### config.mk
export PLATFORM = sky130hd
export DESIGN_NAME = csd_recoder
export DESIGN_NICKNAME = d
export VERILOG_FILES = /design/src/rtl/csd_pkg.sv /design/src/rtl/csd_window.sv /design/src/rtl/csd_carry_stage.sv /design/src/rtl/csd_sequencer.sv /design/src/rtl/csd_digit_store.sv /design/src/rtl/csd_recoder.sv
export SDC_FILE = /design/constraint.sdc
export NUM_CORES = 1
export LEC_CHECK = 0
export CAP_MARGIN = 10
export CORE_ASPECT_RATIO = 0.8
export CORE_MARGIN = 5
export CORE_UTILIZATION = 45
export DETAILED_ROUTE_END_ITERATION = 6
export PLACE_DENSITY = 0.8
export SYNTH_ARGS = -nofsm -noshare
export SYNTH_HDL_FRONTEND = slang
export SYNTH_SLANG_ARGS = --single-unit
### constraint.sdc
create_clock -name clk_i -period 1.9 [get_ports clk_i]
set_input_delay 0.38 -clock clk_i [delete_from_list [all_inputs] [get_ports clk_i]]
set_output_delay 0.38 -clock clk_i [all_outputs]
set_load 0.02 [all_outputs]
### src/rtl/csd_pkg.sv
package csd_pkg;

    // One signed digit: {nonzero, sign}
    typedef enum logic [1:0] {
        DIG_ZERO = 2'b00,
        DIG_POS  = 2'b10,
        DIG_NEG  = 2'b11
    } digit_e;

    typedef enum logic {
        PH_IDLE = 1'b0,
        PH_RUN  = 1'b1
    } phase_e;

    // Inputs to one recoding step
    typedef struct packed {
        logic cur;    // bit at the current position
        logic nxt;    // bit one position above
        logic carry;  // carry from the step below
    } step_in_t;

    typedef struct packed {
        digit_e dig;
        logic   carry;
    } step_out_t;

    // digit = cur + carry - 2*carry_out, where carry_out is the majority of the three inputs
    function automatic step_out_t csd_step(input step_in_t s);
        step_out_t r;
        r.carry = (s.cur & s.nxt) | (s.cur & s.carry) | (s.nxt & s.carry);
        if (s.cur ^ s.carry) begin
            r.dig = s.nxt ? DIG_NEG : DIG_POS;
        end else begin
            r.dig = DIG_ZERO;
        end
        return r;
    endfunction

    function automatic logic digit_nonzero(input digit_e d);
        return d[1];
    endfunction

endpackage

### src/rtl/csd_window.sv
module csd_window #(
    parameter int N = 12,
    localparam int WW = N + 2
) (
    input  logic         clk_i,
    input  logic         rst_i,
    input  logic         load_i,
    input  logic         shift_i,
    input  logic [N-1:0] coef_i,
    output logic         cur_o,
    output logic         nxt_o
);
    logic [WW-1:0] win_q;

    always_ff @(posedge clk_i) begin
        if (rst_i) begin
            win_q <= '0;
        end else if (load_i) begin
            // two copies of the sign bit cover the extra output position and its look-ahead
            win_q <= {{2{coef_i[N-1]}}, coef_i};
        end else if (shift_i) begin
            win_q <= {win_q[WW-1], win_q[WW-1:1]};
        end
    end

    assign cur_o = win_q[0];
    assign nxt_o = win_q[1];
endmodule

### src/rtl/csd_carry_stage.sv
module csd_carry_stage
    import csd_pkg::*;
(
    input  logic   clk_i,
    input  logic   rst_i,
    input  logic   load_i,
    input  logic   step_i,
    input  logic   cur_i,
    input  logic   nxt_i,
    output digit_e dig_o
);
    logic      carry_q;
    step_in_t  sin;
    step_out_t sout;

    always_comb begin
        sin.cur   = cur_i;
        sin.nxt   = nxt_i;
        sin.carry = carry_q;
        sout      = csd_step(sin);
    end

    always_ff @(posedge clk_i) begin
        if (rst_i || load_i) begin
            carry_q <= 1'b0;
        end else if (step_i) begin
            carry_q <= sout.carry;
        end
    end

    assign dig_o = sout.dig;
endmodule

### src/rtl/csd_sequencer.sv
module csd_sequencer
    import csd_pkg::*;
#(
    parameter int N = 12,
    localparam int IW = $clog2(N + 1)
) (
    input  logic          clk_i,
    input  logic          rst_i,
    input  logic          start_i,
    output logic          load_o,
    output logic          step_o,
    output logic          busy_o,
    output logic          done_o,
    output logic [IW-1:0] idx_o
);
    phase_e        phase_q;
    logic [IW-1:0] idx_q;
    logic          done_q;
    logic          last;

    assign busy_o = (phase_q == PH_RUN);
    assign load_o = start_i && !busy_o;
    assign step_o = busy_o;
    assign last   = (idx_q == IW'(N));

    always_ff @(posedge clk_i) begin
        if (rst_i) begin
            phase_q <= PH_IDLE;
            idx_q   <= '0;
            done_q  <= 1'b0;
        end else begin
            done_q <= 1'b0;
            if (load_o) begin
                phase_q <= PH_RUN;
                idx_q   <= '0;
            end else if (step_o) begin
                if (last) begin
                    phase_q <= PH_IDLE;
                    done_q  <= 1'b1;
                end else begin
                    idx_q <= idx_q + IW'(1);
                end
            end
        end
    end

    assign done_o = done_q;
    assign idx_o  = idx_q;
endmodule

### src/rtl/csd_digit_store.sv
module csd_digit_store
    import csd_pkg::*;
#(
    parameter int N = 12,
    localparam int P  = N + 1,
    localparam int IW = $clog2(N + 1),
    localparam int CW = $clog2(N + 2)
) (
    input  logic          clk_i,
    input  logic          rst_i,
    input  logic          clear_i,
    input  logic          wr_i,
    input  logic [IW-1:0] idx_i,
    input  digit_e        dig_i,
    output logic [2*P-1:0] digits_o,
    output logic [CW-1:0] count_o
);
    digit_e        slot_q [P];
    logic [CW-1:0] cnt_q;

    for (genvar k = 0; k < P; k++) begin : g_slot
        always_ff @(posedge clk_i) begin
            if (rst_i || clear_i) begin
                slot_q[k] <= DIG_ZERO;
            end else if (wr_i && (idx_i == IW'(k))) begin
                slot_q[k] <= dig_i;
            end
        end
        assign digits_o[2*k +: 2] = slot_q[k];
    end

    always_ff @(posedge clk_i) begin
        if (rst_i || clear_i) begin
            cnt_q <= '0;
        end else if (wr_i && digit_nonzero(dig_i)) begin
            cnt_q <= cnt_q + CW'(1);
        end
    end

    assign count_o = cnt_q;
endmodule

### src/rtl/csd_recoder.sv
module csd_recoder
    import csd_pkg::*;
#(
    parameter int N = 12,
    localparam int CW = $clog2(N + 2)
) (
    input  logic             clk_i,
    input  logic             rst_i,
    input  logic             start_i,
    input  logic [N-1:0]     coef_i,
    output logic [2*N+1:0]   digits_o,
    output logic [CW-1:0]    nz_count_o,
    output logic             done_o
);
    localparam int IW = $clog2(N + 1);

    logic          load;
    logic          step;
    logic          run_busy;
    logic [IW-1:0] idx;
    logic          cur_bit;
    logic          nxt_bit;
    digit_e        dig;

    csd_sequencer #(.N(N)) u_seq (
        .clk_i  (clk_i),
        .rst_i  (rst_i),
        .start_i(start_i),
        .load_o (load),
        .step_o (step),
        .busy_o (run_busy),
        .done_o (done_o),
        .idx_o  (idx)
    );

    csd_window #(.N(N)) u_win (
        .clk_i  (clk_i),
        .rst_i  (rst_i),
        .load_i (load),
        .shift_i(step),
        .coef_i (coef_i),
        .cur_o  (cur_bit),
        .nxt_o  (nxt_bit)
    );

    csd_carry_stage u_carry (
        .clk_i (clk_i),
        .rst_i (rst_i),
        .load_i(load),
        .step_i(step),
        .cur_i (cur_bit),
        .nxt_i (nxt_bit),
        .dig_o (dig)
    );

    csd_digit_store #(.N(N)) u_store (
        .clk_i   (clk_i),
        .rst_i   (rst_i),
        .clear_i (load),
        .wr_i    (step),
        .idx_i   (idx),
        .dig_i   (dig),
        .digits_o(digits_o),
        .count_o (nz_count_o)
    );
endmodule

==> results by group <==
Die
  • Num ports: between 40 and 50
  • Core area: just under 5000 um^2
  • Die width: just under 90 um
  • Die H: around 73 um
  • Initial Util: 0.458
  • FP Rows: 23
  • Die area: 6560 um^2

Critical path
  • WP data required: between 1500 and 2000 ps
  • CP Buf/Inv Count: 1
  • Crit path kind: flop to output pin
  • Crit-path cells: clkdlybuf4s50_1
  • Startpoint types: flop
  • Worst path slowest cell: clkdlybuf4s50_1
  • CP max FO: 4
  • CP max stage delay: between 600 and 700 ps
  • Critical Path AT: between 1000 and 1500 ps
  • Crit-path leading delay family: buffers and inverters
  • CP endpoint kind: output pin

Timing
  • Slew headroom: 0.657
  • Min Tclk post-route: between 1500 and 2000 ps
  • Max Freq: ~600 MHz
  • Max-slew violation count: 0
  • Period utilization: 0.895
  • RSZ-0062 raised after global routing: no
  • Setup violators final: 0
  • Min setup slack post-route: between 150 and 200 ps
  • Worst-Margin Slew: between 500 and 600 ps
  • Hold Fails Final Rpt: 0
  • Final Skew: a little over 10 ps
  • Setup TNS: 0 ps

Synth
  • Netlist Area Pre-Place: 2260 um^2
  • Post-synth top area cell: edfxtp_1
  • Compound-Gate Fraction of Synth Area: 0.0967
  • Yosys reg bits: 51
  • Multiplexer area fraction after synthesis: 0.0691
  • Adder-cell share of the synthesized area: 0.0331
  • Top cells by area, synth: edfxtp_1 (34%), dfxtp_1 (22%), mux2_2 (6.0%)
  • Synth Area in XOR/XNOR: 0.00773
  • Netlist cell types: 30
  • Syn Inst Count: between 200 and 250
  • Yosys top cell area share: 0.345
  • Mapped Nets: 243
  • Register area share after synthesis: 0.566
  • Warnings, synthesis: 0
  • Largest family of logic cells by synthesized area: simple AND/OR/NAND/NOR gates
  • Avg Cell Area, Syn: around 10 um^2
  • Synth Area in Simple Gates: 0.181

Cells and area
  • # fillers: ~440
  • Final cell count without fillers: 329
  • Share of layout cells above drive strength 1: 0.105
  • Nets: approximately 290
  • P&R area growth vs syn: 25.8%
  • Antenna Cells: 0

Placed design
  • Placer Congestion: about 0.75
  • Port bufs: 45
  • Place WS: -48.7 ps
  • DP Cell Count: ~320
  • Hpwl dp: roughly 3100 um

Clock tree
  • Post-CTS setup buffer count: 0
  • CTS tree: built
  • Post-CTS sizing: 0
  • Num CTS Buffers: 5
  • Htree depth: 2
  • Clk buf depth: 2
  • Worst skew pair latency: 300 ps
  • Clock root buffer master: clkbuf_8
  • CTS clk-pin slew, worst paths: 90 ps
  • CTS Hold Bufs: 0
  • CTS Sinks: 51

GRT
  • GR Overflow Total: 0
  • First-pass GRT wire length: between 6000 and 7000 um
  • Total global-route track usage: 0.137
  • Largest net degree at the start of global routing: 16
  • Number of global-route vias before repair: around 1,600
  • Initial antenna violation count: 0

Min path
  • Hold/Removal Path Class: flop to flop

Drt
  • Drt first-iter violations: just over 100
  • WL final: around 4300 um
  • Vias/cell: between 5 and 6
  • Routed len/inst: 13.0 um
  • DRC: 0
  • ANT nets after route: 0
  • Drt pass-1 iters: 4
  • Vias: 1,686

Pwr
  • Switch share: 0.228
  • Pleak: a little over 1 nW
  • Seq pwr share: 0.549
  • Comb pwr share: 0.130
  • Internal power: between 1.5 and 2 mW
  • Clock power frac: 0.321
  • Tot Pwr: 2.26 mW
  • Switching power: a little over 500 uW
  • PD cells: 792 nW/um^2
  • Max VDD drop: 0.445 mV

Job
  • Maxcap violations: 0

Run status
  • Outcome: complete, no violations
==> cell usage in the layout (no fill, tap or decap), types with 2 or more instances in the layout <==
cell,Yosys,routed
edfxtp_1,26,26
nor2b_1,3,3
clkbuf_8,0,5
inv_1,5,5
nor2_1,30,30
mux2_2,12,12
o21ai_0,16,16
nand2_1,34,34
xor2_1,2,2
ha_1,6,6
nand4_1,5,5
buf_4,2,5
clkbuf_1,1,2
clkdlybuf4s50_1,0,45
a211oi_1,2,2
nand2b_1,3,3
nand3_1,9,9
dfxtp_1,25,25
a21oi_1,20,20
==> power by group through the flow <==
stage	clock, mW	sequential [mW]	combinational (mW)
final	0.724	1.24	0.293
after global routing	0.774	1.25	0.317
after CTS	0.739	1.24	0.296
after detailed placement	0	1.27	0.294
after global placement	0	1.26	0.288
after floorplan	0	1.30	0.145
==> final timing paths <==
| path | cells after the start | startpoint | slack, ps | to |
|---|---|---|---|---|
| max | 1 | u_store.count_o[1] | 200 | nz_count_o[1] |
| min | 2 | u_win.win_q[8] | 460 | u_win.win_q[7] |
| max reg2reg | 3 | u_seq.busy_o | 200 | u_store.slot_q[2][2] |
| min reg2reg | 2 | u_win.win_q[8] | 460 | u_win.win_q[7] |
==> final cells by class <==
type,instances,area (um^2),share of cell area
inverters,5,18.8,0.00659
multi-input cells,153,877,0.308
flip-flops and latches,51,1280,0.450
repair buffers,50,488,0.171
clock buffers,7,76.3,0.0268
clock inverters,1,30.0,0.0105
well taps,62,77.6,0.0272
==> cell families (layout without fill, tap and decap cells) <==
kind of cell | Yosys count | count (layout)
and+or+nand+nor | 91 | 91
DFF | 51 | 51
AOI/OAI and AO/OA | 40 | 40
buffers and inverters | 18 | 63
muxes | 14 | 14
adders and majority gates | 6 | 6
xor gates and xnor gates | 2 | 2
==> sequential cells by signal (all words and copies together), names as in the netlist <==
register         flops
u_store.count_o      4
u_seq.busy_o         1
u_carry.carry_q      1
u_seq.done_o         1
u_win.win_q         14
u_store.slot_q      26
u_seq.idx_o          4
==> stage by stage <==
step                      instance area (um^2)   util  hold slack [ps]
after floorplan                           2260      -              436
after global placement                    2740  0.554              443
after detailed placement                  2740  0.554              450
after CTS                                 2850  0.576              463
after global routing                      2850  0.576              483
final                                     2850  0.576              461
==> cell usage after synthesis <==
cell	n
edfxtp_1	26
nor2b_4	1
mux2i_1	1
dfxtp_1	25
nand3_1	9
nor2b_1	3
and3_1	1
o21ai_0	16
nor2_1	30
clkbuf_1	1
mux2_2	12
ha_1	6
nand4_1	5
or2_2	1
and2_1	1
a211oi_1	2
nor3_1	1
or3_1	1
nand2_4	1
nand2b_1	3
nand2_1	34
mux2_1	1
a21oi_2	1
buf_6	3
buf_4	2
xor2_1	2
inv_1	5
buf_2	7
a21oi_1	20
a221oi_2	1
==> metal layers <==
layer  wire length [um]  global-route usage
met5                  0                   0
met4                 78              0.0496
met1               1900               0.167
met3                313              0.0325
met2               1990               0.236
No activity file was read; power rests on OpenSTA's default activity.
